File: config.mk
export PLATFORM = sky130hd
export DESIGN_NAME = addr_tenure_master
export DESIGN_NICKNAME = d
export VERILOG_FILES = /design/src/rtl/att_pkg.sv /design/src/rtl/att_req_hold.sv /design/src/rtl/att_seq.sv /design/src/rtl/att_pins.sv /design/src/rtl/addr_tenure_master.sv
export SDC_FILE = /design/constraint.sdc
export NUM_CORES = 1
export LEC_CHECK = 0
export ABC_CLOCK_PERIOD_IN_PS = 1700
export BUFFER_PORTS_ARGS = -buffer_cell sky130_fd_sc_hd__buf_2
export CAP_MARGIN = 20
export CORE_AREA = 5 5 80 82
export CTS_CLUSTER_DIAMETER = 200
export DETAILED_ROUTE_END_ITERATION = 12
export DIE_AREA = 0 0 85 87
export PLACE_DENSITY = 0.8
export SLEW_MARGIN = 20
export SYNTH_ARGS = -nofsm -noshare
export SYNTH_HDL_FRONTEND = slang
export SYNTH_HIERARCHICAL = 1
export SYNTH_SLANG_ARGS = --single-unit
File: constraint.sdc
create_clock -name clk -period 1.7 [get_ports clk]
set_input_delay 0.255 -clock clk [delete_from_list [all_inputs] [get_ports clk]]
set_output_delay 0.255 -clock clk [all_outputs]
set_load 0.02 [all_outputs]
File: src/rtl/att_pkg.sv
package att_pkg;
  typedef enum logic [2:0] {
    ST_IDLE    = 3'd0,
    ST_ARB     = 3'd1,
    ST_START   = 3'd2,
    ST_HOLD    = 3'd3,
    ST_RELEASE = 3'd4
  } att_state_e;
endpackage

File: src/rtl/att_req_hold.sv
module att_req_hold #(
  parameter int ADDR_W = 32,
  parameter int TT_W   = 5,
  parameter int SZ_W   = 4
) (
  input  logic              clk,
  input  logic              rst_n,
  input  logic              take,
  input  logic [ADDR_W-1:0] in_addr,
  input  logic [TT_W-1:0]   in_ttype,
  input  logic [SZ_W-1:0]   in_size,
  input  logic              in_burst,
  output logic [ADDR_W-1:0] held_addr,
  output logic [TT_W-1:0]   held_ttype,
  output logic [SZ_W-1:0]   held_size,
  output logic              held_burst
);
  localparam int HOLD_W = ADDR_W + TT_W + SZ_W + 1;
  logic [HOLD_W-1:0] hold_q;

  always_ff @(posedge clk or negedge rst_n) begin
    if (!rst_n) hold_q <= '0;
    else if (take) hold_q <= {in_addr, in_ttype, in_size, in_burst};
  end

  assign {held_addr, held_ttype, held_size, held_burst} = hold_q;
endmodule

File: src/rtl/att_seq.sv
module att_seq
  import att_pkg::*;
(
  input  logic       clk,
  input  logic       rst_n,
  input  logic       take,
  input  logic       grant_n,
  input  logic       busy_n_in,
  input  logic       ack_n,
  input  logic       retry_n,
  output att_state_e state
);
  att_state_e nxt;

  always_comb begin
    nxt = state;
    unique case (state)
      ST_IDLE:    if (take) nxt = ST_ARB;
      ST_ARB:     if (!grant_n && busy_n_in) nxt = ST_START;
      ST_START:   nxt = ack_n ? ST_HOLD : ST_RELEASE;
      ST_HOLD:    if (!ack_n) nxt = ST_RELEASE;
      ST_RELEASE: nxt = retry_n ? ST_IDLE : ST_ARB;
      default:    nxt = ST_IDLE;
    endcase
  end

  always_ff @(posedge clk or negedge rst_n) begin
    if (!rst_n) state <= ST_IDLE;
    else state <= nxt;
  end
endmodule

File: src/rtl/att_pins.sv
module att_pins
  import att_pkg::*;
#(
  parameter int ADDR_W = 32,
  parameter int TT_W   = 5,
  parameter int SZ_W   = 4
) (
  input  att_state_e        state,
  input  logic [ADDR_W-1:0] held_addr,
  input  logic [TT_W-1:0]   held_ttype,
  input  logic [SZ_W-1:0]   held_size,
  input  logic              held_burst,
  output logic              bus_req_n,
  output logic              busy_n_out,
  output logic              busy_oe,
  output logic              start_n_out,
  output logic              start_oe,
  output logic [ADDR_W-1:0] addr_out,
  output logic [TT_W-1:0]   ttype_out,
  output logic [SZ_W-1:0]   size_out,
  output logic              burst_n_out,
  output logic              attr_oe
);
  logic in_tenure;
  assign in_tenure   = (state == ST_START) || (state == ST_HOLD);

  assign bus_req_n   = (state != ST_ARB);
  assign start_oe    = in_tenure;
  assign start_n_out = (state != ST_START);
  assign busy_oe     = in_tenure || (state == ST_RELEASE);
  assign busy_n_out  = !in_tenure;
  assign attr_oe     = in_tenure;
  assign addr_out    = held_addr;
  assign ttype_out   = held_ttype;
  assign size_out    = held_size;
  assign burst_n_out = !held_burst;
endmodule

File: src/rtl/addr_tenure_master.sv
module addr_tenure_master
  import att_pkg::*;
#(
  parameter int ADDR_W = 32,
  parameter int TT_W   = 5,
  parameter int SZ_W   = 4
) (
  input  logic              clk,
  input  logic              rst_n,
  input  logic              req_valid,
  output logic              req_ready,
  input  logic [ADDR_W-1:0] req_addr,
  input  logic [TT_W-1:0]   req_ttype,
  input  logic [SZ_W-1:0]   req_size,
  input  logic              req_burst,
  output logic              bus_req_n,
  input  logic              grant_n,
  input  logic              busy_n_in,
  output logic              busy_n_out,
  output logic              busy_oe,
  output logic              start_n_out,
  output logic              start_oe,
  output logic [ADDR_W-1:0] addr_out,
  output logic [TT_W-1:0]   ttype_out,
  output logic [SZ_W-1:0]   size_out,
  output logic              burst_n_out,
  output logic              attr_oe,
  input  logic              ack_n,
  input  logic              retry_n
);
  att_state_e        state;
  logic              take;
  logic [ADDR_W-1:0] h_addr;
  logic [TT_W-1:0]   h_ttype;
  logic [SZ_W-1:0]   h_size;
  logic              h_burst;

  assign req_ready = (state == ST_IDLE);
  assign take      = req_valid && req_ready;

  att_req_hold #(.ADDR_W(ADDR_W), .TT_W(TT_W), .SZ_W(SZ_W)) hold_i (
    .clk(clk), .rst_n(rst_n), .take(take),
    .in_addr(req_addr), .in_ttype(req_ttype), .in_size(req_size), .in_burst(req_burst),
    .held_addr(h_addr), .held_ttype(h_ttype), .held_size(h_size), .held_burst(h_burst)
  );

  att_seq seq_i (
    .clk(clk), .rst_n(rst_n), .take(take), .grant_n(grant_n),
    .busy_n_in(busy_n_in), .ack_n(ack_n), .retry_n(retry_n), .state(state)
  );

  att_pins #(.ADDR_W(ADDR_W), .TT_W(TT_W), .SZ_W(SZ_W)) pins_i (
    .state(state),
    .held_addr(h_addr), .held_ttype(h_ttype), .held_size(h_size), .held_burst(h_burst),
    .bus_req_n(bus_req_n), .busy_n_out(busy_n_out), .busy_oe(busy_oe),
    .start_n_out(start_n_out), .start_oe(start_oe),
    .addr_out(addr_out), .ttype_out(ttype_out), .size_out(size_out),
    .burst_n_out(burst_n_out), .attr_oe(attr_oe)
  );
endmodule

==> results, run 1 <==
- The top-area cell type share of the netlist area is 48.7%.
- After detailed routing, the average wire length per cell comes to 14.0 um.
- The transition at the pin with the smallest max-transition slack is 0.486 ns.
- CTS saw 45 sinks.
- In the finished design, the share of the clock period the worst path needs comes to approximately 97%.
- The number of nets in the synthesized netlist is ~200.
- The number of detailed-route iterations in the first pass is 2.
- The floorplan step defined a die boundary enclosing about 7400 um2.
- The delay of the slowest critical-path stage is 0.41 ns.
- Clock-pin slew was measured on the worst setup and hold paths at 0.08 ns.
- The critical path's top delay family is flip-flops.
- The number of cell rows is 28.
- Prior to clock tree synthesis, the placed netlist has a worst setup slack of slightly below 0.06 ns.
- Wires add up to 4140 um.
- The flow ran to the end, and the final reports show no timing, DRC or antenna violations.
- For this design the static power due to leakage is around 0.0014 uW.
- Derived from the worst setup path, the maximum achievable clock frequency is 608 MHz.
- The critical path is of the flop to output pin type.
- In the post-route analysis, the smallest setup slack over all paths is 0.0546 ns.
- The most numerous cell type found on the critical path is sky130_fd_sc_hd__buf_4.
- The number of enable-type register cells in the synthesized netlist is 0.
- The wire length of the first global-routing pass is 6470 um.
- The normalized max-slew margin is 67.6%.
- The synthesized flop and latch total is 45.
- The peak supply drop is 0.836 mV.
- The required time of the worst setup path is 1.44 ns.
- The TritonCTS buffer count is 5.
- The startpoint type of the worst setup path is a flop.
- The arrival time at the worst endpoint is 1.39 ns.
- Yosys attributes the largest share of cell area to sky130_fd_sc_hd__dfrtp_1, sky130_fd_sc_hd__mux2_4, sky130_fd_sc_hd__buf_4, sky130_fd_sc_hd__buf_12, sky130_fd_sc_hd__mux2_2.
- The detailed router finished its first iteration with 18 violations.
- The net count of the finished layout is 269.
- For this run, the leading register cell type out of synthesis is sky130_fd_sc_hd__dfrtp_1.
- The cell count after synthesis came out at roughly 150.
- By count the netlist is led by sky130_fd_sc_hd__dfrtp_1, sky130_fd_sc_hd__buf_4, sky130_fd_sc_hd__mux2_4.
- The clock latency on the worst-skew pair is 0.29 ns.
- The count of input and output buffers is 97.
- The post-route netlist has between 70% and 80% of its cells at a drive strength greater than 1.
- The worst clock skew is approximately 0.0046 ns.
- Clock tree synthesis selected as its root buffer the cell sky130_fd_sc_hd__clkbuf_8.
- From left edge to right edge, the die measures 85 um.
- The library cell with the largest summed area after synthesis is sky130_fd_sc_hd__dfrtp_1.
- Power spread over the standard cell area amounts to between 2000 and 2500 nW/um2.
- The final hold violation count is 0.
- The worst hold path belongs to the class input port to flop.
- The number of top-level pins is 98.
- The count of vias placed by the detailed router is approximately 1300.
- The final global-route overflow total is 0.
- The initial antenna violation count is 1.
- Entering global routing, the biggest net connects 27 pins.
- The synthesized netlist contains 21 unique library cells.
- The cell area that synthesis handed to floorplanning was 2310 um2.
- The maximum fanout count along the critical path is 9.
- The mean area per synthesized cell is approximately 15 um2.
- The HPWL reported at the end of detailed placement is 3180 um.
- The count of pins over their slew limit came to 0.
- The via count normalized by instance count is 4.38.
- Traced cell by cell, the critical path runs through buf_4 > or3b_1 > buf_4.
- The clock tree from TritonCTS is done.
- The final-report setup violation count is 0.
- After synthesis, the share of flip-flops with an asynchronous set or reset is between 90% and 100%.
- No sink is reached through more buffers than the 2 on the longest clock path.
- The area added between synthesis and finish is 16.9%.
- The count of inserted antenna diode cells is 0.
- The count of nets left with antenna violations once routing finished came out at 0.
- Among all stages on the critical path, the largest delay is contributed by sky130_fd_sc_hd__dfrtp_1.
- For the final routed database, the setup TNS stands at 0 ns.
- Yosys printed 6 warnings.
- The sequential element share of the synthesized area is between 40% and 50%.
- The count of H-tree levels built during CTS is 2.
- The die is a little under 90 um tall.
- The clock period minus worst slack is 1.65 ns.
- The design draws 5510 uW.
- The via count of the first global-routing pass was 1359.
- The total of max-cap violations is 0.
- Global routing consumed, over all layers together, 11.1% of the routing resources.
- After detailed routing, the number of remaining DRC violations is 0.
- Routability-driven placement finished with a final weighted congestion of 0.719.
- The starting density of the core is 40.7%.
- The area of the placeable core is roughly 5700 um2.
- Setup repair after global routing left no endpoint under its margin.
- The most used standard cell by instance count after synthesis is sky130_fd_sc_hd__dfrtp_1.
- STA classifies the critical path endpoint as an output pin.
- The total buffers and inverters traversed by the critical path is 2.
==> per-layer routing <==
| layer | global-route usage (%) | share of wire (%) | vias to the layer above |
|---|---|---|---|
| met2 | 17.9 | 48 | 55 |
| li1 | - | - | 609 |
| met1 | 14.0 | 41 | 619 |
| met5 | 0 | 0.31 | - |
| met3 | 3.50 | 8.9 | 7 |
| met4 | 4.32 | 1.6 | 2 |
==> layout by cell type, fill, tap and decap left out <==
cell                            instances
sky130_fd_sc_hd__nand2b_1               1
sky130_fd_sc_hd__a21o_1                 1
sky130_fd_sc_hd__nor2_1                 2
sky130_fd_sc_hd__buf_4                  5
sky130_fd_sc_hd__bufinv_16              1
sky130_fd_sc_hd__clkinv_2               1
sky130_fd_sc_hd__buf_12                 2
sky130_fd_sc_hd__o41ai_2                1
sky130_fd_sc_hd__clkbuf_8               5
sky130_fd_sc_hd__and4bb_2               1
sky130_fd_sc_hd__or3b_1                 1
sky130_fd_sc_hd__mux2_4                41
sky130_fd_sc_hd__dlygate4sd3_1          1
sky130_fd_sc_hd__nor4b_4                1
sky130_fd_sc_hd__nor2b_2                1
sky130_fd_sc_hd__buf_6                  2
sky130_fd_sc_hd__nor3_1                 1
sky130_fd_sc_hd__dfrtp_1               45
sky130_fd_sc_hd__buf_2                 96
sky130_fd_sc_hd__mux2_2                 2
sky130_fd_sc_hd__a21oi_1                1
sky130_fd_sc_hd__o211ai_2               1
sky130_fd_sc_hd__o21ai_0                1
sky130_fd_sc_hd__inv_1                  3
sky130_fd_sc_hd__nor3b_1                1
sky130_fd_sc_hd__nor2b_1                2
==> layout make-up <==
type / instances / area, um2
Fill cell: 516 / 2970
Clock inverter: 2 / 35.0
Inverter: 3 / 11.3
Timing Repair Buffer: 106 / 591
Tap cell: 75 / 93.8
Sequential cell: 45 / 1130
Multi-Input combinational cell: 59 / 777
Clock buffer: 5 / 68.8
==> what timing repair did <==
item / 4_1_cts / 5_1_grt
hold buffers: 1 / 0
setup buffers: 0 / 3
hold endpoints to repair: 20 / 0
setup endpoints to repair: 0 / 19
resized for setup: 0 / 3
==> metrics by stage <==
stage	instance area, um2	util [%]	hold slack [ns]	std cells
global placement	2560	45.0	0.241	284
floorplan	2310	-	-0.0406	154
finish	2700	47.6	0.192	295
global route	2700	47.6	0.181	295
detailed placement	2560	45.0	0.247	284
CTS	2670	47.0	0.179	292
==> flip-flops by register name (all words and copies together) (netlist names) <==
name,cells
hold_i/hold_q,42
seq_i/state,3
==> worst paths after layout <==
path / depth (start not counted) / from / end / slack, ns
setup reg to reg: 3 / seq_i/state[0]$_DFFE_PN0P_ / hold_i/hold_q[41]$_DFFE_PN0P_ / 0.10
max in group asynchronous: 3 / rst_n / hold_i/hold_q[5]$_DFFE_PN0P_ / 0.73
min in group asynchronous: 2 / rst_n / hold_i/hold_q[33]$_DFFE_PN0P_ / 0.46
hold / removal: 2 / req_addr[24] / hold_i/hold_q[34]$_DFFE_PN0P_ / 0.19
setup / recovery: 3 / seq_i/state[2]$_DFFE_PN0P_ / bus_req_n / 0.05
hold reg to reg: 1 / hold_i/hold_q[8]$_DFFE_PN0P_ / hold_i/hold_q[8]$_DFFE_PN0P_ / 0.51
==> where the power goes <==
| part | switching (uW) | internal (uW) |
|---|---|---|
| combinational | 1410 | 1430 |
| sequential | 310 | 1610 |
| clock | 330 | 427 |
| total | 2040 | 3460 |
==> logic make-up (layout without fill, tap and decap cells) <==
logic type | after synthesis | count (layout) | synth area share [%]
buf+inv | 50 | 116 | 18.1
mux | 43 | 43 | 27.6
simple gates | 11 | 11 | 3.63
flops | 45 | 45 | 48.7
compound gates | 5 | 5 | 2.00
Note: power is estimated with default switching activity, not from simulation.
==> run 2, diff against run 1 <==
Settings changed: CORE_AREA 5 5 80 82 to 2 2 77 79, DIE_AREA 0 0 85 87 to 0 0 79 81.
==> run 2 against run 1 <==
Against the previous run:
- routed wire length is 7.5% lower
- critical path depth stayed put
- combinational power hardly changed
- critical endpoint unchanged
- via count is 1.3% higher
- cell count is 0.34% higher
- critical path type unchanged
- largest cell class unchanged
- count of clock-buffer cells in the layout is 2 higher
- sequential cell count stayed put
- non-clock buffer count stayed put
==> results, run 2 (synthesis gave the netlist of run 1 again) <==
- The via count of the first global-routing pass is 1313.
- The final global-route overflow total is 0.
- The peak supply drop is 0.882 mV.
- The top cell types in the final layout, fill and taps aside, are sky130_fd_sc_hd__buf_2, sky130_fd_sc_hd__dfrtp_1, sky130_fd_sc_hd__mux2_4.
- Once detail routing completed, the nets flagged for antenna violations numbered 0.
- The delay of the slowest critical-path stage is 0.42 ns.
- The tightest hold path in the finished design has a slack of 0.194 ns.
- The normalized max-slew margin is between 70% and 80%.
- The run finished with clean final reports.
- The post-detailed-route DRC marker count is 0.
- The later pin in the worst-skew pair is clocked with a latency of 0.28 ns.
- The required time of the worst setup path is 1.44 ns.
- The proportion of power drawn by flip-flops and latches is 34.3%.
- In this run the clock root is driven by a sky130_fd_sc_hd__clkbuf_8.
- The final wirelength is roughly 3800 um.
- The proportion of power drawn by combinational gates is between 50% and 60%.
- The post-route total power is about 5600 uW.
- The wire length of the first global-routing pass is 6110 um.
- The critical path starts at seq_i/state[1]$_DFFE_PN0P_.
- Per report_power, the clock group accounts for 14.4% of the total.
- The number of design-rule violations left by the first detailed-router iteration is 23.
- The transition at the pin with the smallest max-transition slack is approximately 0.44 ns.
- The repair_antennas step left the layout with diodes totalling 0.
- The number of cell rows is 28.
- After clock tree synthesis, the clock-pin slew on the worst setup and hold paths is 0.08 ns.
- The initial utilization of the core area, before any placement, comes to approximately two fifths.
- The initial antenna violation count is 0.
- Along the worst path, the maximum fanout reaches 6.
- The worst setup path is launched from a flop.
- Setup repair after global routing left no endpoint under its margin.
- The worst hold path class is input port to flop.
- The areal power density over the cells is between 2000 and 2500 nW/um2.
- The slowest cell on the critical path is sky130_fd_sc_hd__dfrtp_1.
- Traced cell by cell, the critical path runs through buf_6 > or3b_1 > buf_4.
- The HPWL after detailed placement is 2920 um.
- The count of H-tree levels built during CTS is 2.
- The TritonCTS sink count is 45.
- The global router's overall resource usage is 12.3%.
- The net switching share of the total power is 36.7%.
- The clock period minus worst slack is 1.64 ns.
- The cell area after layout is 2730 um2.
- The clock tree from TritonCTS is done.
- The final-report setup violation count is 0.
- For this design the total switching power over the nets is approximately 2000 uW.
- For the final routed database, the setup TNS stands at 0 ns.
- The standard cell area after detailed placement is 2580 um2.
- The arrival time at the worst endpoint is around 1.4 ns.
- The worst hold path passes through 2 cells.
- The count of vias placed by the detailed router is 1309.
- Measured along the x axis, the die boundary spans 79 um.
- Dividing the detail-routed wire length by the instance count gives ~13 um.
- The capture endpoint of the worst hold path is hold_i/hold_q[11]$_DFFE_PN0P_.
- The flip-flop count of the largest register, all copies and words added is 42.
- The clock arrives with 0.00513 ns of skew.
- The die is 81 um tall.
- The most common library cell in the layout ignoring fill and taps is sky130_fd_sc_hd__buf_2.
- The via count normalized by instance count is approximately 4.4.
- For this run, the top clock speed supported by timing is 611 MHz.
- The capturing element type of the critical path is an output pin.
- The buffer levels on the longest clock path is 2.
- The count of pins over their slew limit is 0.
- The startpoint identified for the worst hold timing path is req_addr[1].
- Entering global routing, the biggest net connects 28 pins.
- The largest registers in the layout are hold_i/hold_q: 42 flops, seq_i/state: 3 flops.
- The die area is 6400 um2.
- The TritonCTS buffer count is 5.
- At the end of routability-driven placement, the weighted congestion stood at ~0.62.
- The number of top-level pins is 98.
- Max-cap violations in this run came to 0.
- Of the cells placed in the final design, the portion with a size suffix greater than 1 is 72.4%.
- In this run the static leakage power is 0.00141 uW.
- The worst-case reg-to-reg path depth is 3.
- The floorplan step defined a core boundary enclosing 5680 um2.
- The count of buffers added on input and output ports is between 90 and 100.
- The slack of the worst reg-to-reg path is 0.10 ns.
- Relative to the synthesized area, the layout overhead comes to 18.0%.
- The reg-to-reg critical path startpoint is seq_i/state[1]$_DFFE_PN0P_.
- The final hold violation count came to 0.
- The internal power of the cells totals 3540 uW.
- The critical path start-end classification is flop to output pin.
- The largest register by flop count is hold_i/hold_q.
- In this run the critical register-to-register path is captured at hold_i/hold_q[39]$_DFFE_PN0P_.
- After layout, the worst path uses 96.3% of the clock period.
- The number of detailed-route iterations in the first pass is 2.
- At the end of the flow, the number of nets in the layout was 269.
## run 2: cell count changes in the layout (fill, tap and decap cells not counted), sizes merged
cell,delta
clkbuf,+2
clkinv,-1
## run 2: worst max path at each step
| stage | to | slack, ns | cells after the start |
|---|---|---|---|
| after floorplan | hold_i/hold_q[0]$_DFFE_PN0P_ | 0.15 | 4 |
| after CTS | bus_req_n | 0.02 | 3 |
| after global routing | bus_req_n | 0.0003 | 3 |
| final | bus_req_n | 0.06 | 3 |
| after detailed placement | hold_i/hold_q[39]$_DFFE_PN0P_ | 0.12 | 3 |
| after global placement | hold_i/hold_q[39]$_DFFE_PN0P_ | 0.15 | 3 |
## run 2: final cells by class
type	count	area (um2)
well taps	75	93.8
clock buffers	7	86.3
multi-input cells	59	777
inverters	3	11.3
fillers	526	2950
repair buffers	106	603
flip-flops and latches	45	1130
clock inverters	1	30.0
## run 2: critical path: cells and delay by family (launching register included)
kind	cells	cell delay [ns]
flip-flops	1	0.42
AND/OR/NAND/NOR	1	0.37
buffers and inverters	2	0.30
## run 2: metrics by stage
stage,util [%],std cells,setup slack (ns)
global route,48.1,296,0.000350
CTS,47.6,294,0.0235
finish,48.1,296,0.0622
global placement,45.4,285,0.153
detailed placement,45.4,285,0.122
floorplan,-,154,0.146
## run 2: power by group through the flow
stage | clock, uW | sequential (uW) | combinational (uW)
after floorplan | 0 | 1860 | 2840
after global placement | 0 | 1910 | 2800
after detailed placement | 0 | 1930 | 2860
after CTS | 845 | 1920 | 2870
after global routing | 892 | 1980 | 3040
final | 807 | 1920 | 2860
## run 2: repair_timing
action / in CTS / in global routing
endpoints found under the setup margin: 0 / 2
hold endpoints to repair: 18 / 0
buffers inserted: 0 / 2
hold buffers: 1 / 0
resized for setup: 0 / 3
## run 2: per-layer routing
layer / routed length, um / vias up / GRT usage, %
met5: 0 / - / 0
met4: 70 / 0 / 6.21
met3: 297 / 6 / 3.33
met2: 1920 / 57 / 20.6
met1: 1540 / 643 / 14.6
li1: - / 603 / -
==> run 3, diff against run 2 <==
--- a/config.mk
+++ b/config.mk
@@ -14,2 +14,3 @@
 export DIE_AREA = 0 0 79 81
+export GPL_ROUTABILITY_DRIVEN = 0
 export PLACE_DENSITY = 0.8
--- a/constraint.sdc
+++ b/constraint.sdc
@@ -3,2 +3,2 @@
 set_output_delay 0.255 -clock clk [all_outputs]
-set_load 0.02 [all_outputs]
+set_load 0.005 [all_outputs]
==> run 3 against run 2 <==
Against the previous run:
- global-route usage is the same
- critical path type unchanged
- hold slack is essentially flat
- total power shrank 13%
- cell count shrank 0.68%
- largest power group unchanged
==> results, run 3 (synthesis gave the netlist of run 1 again) <==
- The flow ran to the end, and the final reports show no timing, DRC or antenna violations.
- The worst setup path is of the flop to output pin kind.
- The count of vias placed by the detailed router is 1300.
- The maximum clock frequency is 621 MHz.
- In this run the count of I/O pins placed on the die edge is 98.
- Once layout is done, the placed cells without fillers occupy around 2700 um2.
- Traced cell by cell, the critical path runs through buf_6 > or3b_1 > buf_2.
- The detail-routed net length per standard cell is 12.9 um.
- The largest registers in the layout are hold_i/hold_q: 42 flops, seq_i/state: 3 flops.
- The initialized floorplan defines 28 standard-cell rows.
- In this run, CTS created clock tree buffers numbering 5.
- The floorplan step defined a die boundary enclosing 6400 um2.
- The register clock-pin slew on the reported worst setup and hold paths is 0.08 ns.
- The top cell types in the final layout, fill and taps aside, are sky130_fd_sc_hd__buf_2, sky130_fd_sc_hd__dfrtp_1, sky130_fd_sc_hd__mux2_4.
- For this design, the sink count on the clock tree is 45.
- The startpoint of the most critical hold path is req_addr[1].
- The count of input and output buffers is 97.
- The slowest cell on the critical path is sky130_fd_sc_hd__dfrtp_1.
- Adding up every negative setup slack in the final design gives 0 ns.
- The startpoint identified for the worst register-to-register timing path is seq_i/state[1]$_DFFE_PN0P_.
- The number of detailed-route iterations in the first pass is 2.
- The maximum fanout count along the critical path is 10.
- The worst hold path depth is 2.
- Once placement finished, the instance area stood at 2580 um2.
- The peak supply drop is 0.751 mV.
- The flip-flop count of the largest register, all copies and words added is 42.
- Setup slack on the worst reg-to-reg path comes out at approximately 0.1 ns.
- The clock latency on the worst-skew pair is 0.28 ns.
- Dividing the detail-routed via count by the number of cells gives ~4.4.
- Across the run, the number of max-cap violations was 0.
- The count of pins over their slew limit is 0.
- The floorplan step set the die height to 81 um.
- The arrival time at the worst endpoint is 1.35 ns.
- The first routing iteration left 20 violations.
- Summed over all cells, the static leakage comes to 0.00140 uW.
- The required time of the worst setup path is 1.44 ns.
- The count of H-tree levels built during CTS is 2.
- The final net count is approximately 270.
- Counting cells, the worst reg-to-reg path comes to 3.
- Headroom to the max-slew limit came out at 70.9%.
- The final-report setup violation count is 0.
- Setup repair after global routing left no endpoint under its margin.
- The part of the cycle the worst path needs is 94.7%.
- The final wirelength is 3800 um.
- The floorplan step defined a core boundary enclosing 5680 um2.
- The pin count of the biggest net entering global routing is 28.
- The delay of the slowest critical-path stage is roughly 0.42 ns.
- The via count of the first global-routing pass is 1313.
- After legalization and detailed placement, the total HPWL measured 2920 um.
- The largest register by flop count is hold_i/hold_q.
- The global router's overall resource usage is 12.3%.
- The first global-routing pass estimated 6110 um of wire.
- The initial antenna violation count came to 0.
- The capturing element type of the critical path is an output pin.
- The transition at the pin with the smallest max-transition slack is 0.437 ns.
- From synthesis to final layout, the design area changed by 17.0%.
- TritonCTS built the clock tree.
- STA classifies the critical path startpoint as a flop.
- For this configuration, the core starts out at a cell density of between 40% and 50%.
- The clock period minus worst slack is 1.61 ns.
- The final hold violation count is 0.
- Global routing finished with a remaining overflow of 0.
- In this run the power density over the cells is approximately 1800 nW/um2.
- The worst hold path class is input port to flop.
- The post-detailed-route DRC marker count is 0.
- The library cell used most frequently in the layout, excluding fill and tap cells, is sky130_fd_sc_hd__buf_2.
- The count of inserted antenna diode cells is 0.
- The capture endpoint of the worst hold path is hold_i/hold_q[11]$_DFFE_PN0P_.
- Buffers added to address setup during post-CTS repair amount to 0.
- The endpoint identified for the worst register-to-register timing path is hold_i/hold_q[39]$_DFFE_PN0P_.
- The post-route antenna net violation count is 0.
- Cells with a size suffix above 1 make up 72.1% of the layout.
- Measured along the x axis, the die boundary spans 79 um.
- The worst clock skew is ~0.005 ns.
- The tree is rooted in a sky130_fd_sc_hd__clkbuf_8.
- The buffer levels on the longest clock path is 2.
## run 3: layer usage
metal | vias to the layer above | wire, um | GRT usage (%)
met5 | - | 0 | 0
met4 | 0 | 70 | 6.21
met3 | 6 | 302 | 3.33
met2 | 57 | 1890 | 20.6
met1 | 639 | 1530 | 14.6
li1 | 598 | - | -
## run 3: how the worst max path moves through the flow
stage / slack, ns / start / endpoint
finish: 0.09 / seq_i/state[1]$_DFFE_PN0P_ / bus_req_n
global route: 0.02 / seq_i/state[1]$_DFFE_PN0P_ / bus_req_n
CTS: 0.06 / seq_i/state[1]$_DFFE_PN0P_ / bus_req_n
detailed placement: 0.12 / seq_i/state[1]$_DFFE_PN0P_ / hold_i/hold_q[39]$_DFFE_PN0P_
global placement: 0.15 / seq_i/state[1]$_DFFE_PN0P_ / hold_i/hold_q[39]$_DFFE_PN0P_
floorplan: 0.15 / seq_i/state[1]$_DFFE_PN0P_ / hold_i/hold_q[0]$_DFFE_PN0P_
## run 3: area by class of cell
cell class	instances	area, um2
flip-flops and latches	45	1130
fillers	530	2970
repair buffers	104	582
clock buffers	7	86.3
inverters	3	11.3
clock inverters	1	30.0
multi-input cells	59	777
well taps	75	93.8
## run 3: report_power, final
group,internal (uW),switching [uW],total (uW)
clock,479,328,807
sequential,1610,309,1920
combinational,1410,733,2140
total,3500,1370,4870
## run 3: metrics by stage
step | hold WS, ns | cells | total power (uW) | util (%) | worst slack [ns]
floorplan | -0.0406 | 154 | 3990 | - | 0.146
global placement | 0.221 | 285 | 4010 | 45.4 | 0.153
detailed placement | 0.226 | 285 | 4100 | 45.4 | 0.122
CTS | 0.182 | 294 | 4940 | 47.6 | 0.0557
global route | 0.175 | 294 | 5200 | 47.7 | 0.0207
finish | 0.194 | 294 | 4870 | 47.7 | 0.0906
## run 3: worst max-delay path: cells and delay by family, from the launching register on
kind          cells  cell delay (ns)
simple gates      1             0.36
flops             1             0.42
buf+inv           2             0.28
## run 3: what timing repair did
action / CTS / global route
gates resized for setup: 0 / 1
setup endpoints to repair: 0 / 1
hold buffers: 1 / 0
endpoints found under the hold margin: 18 / 0
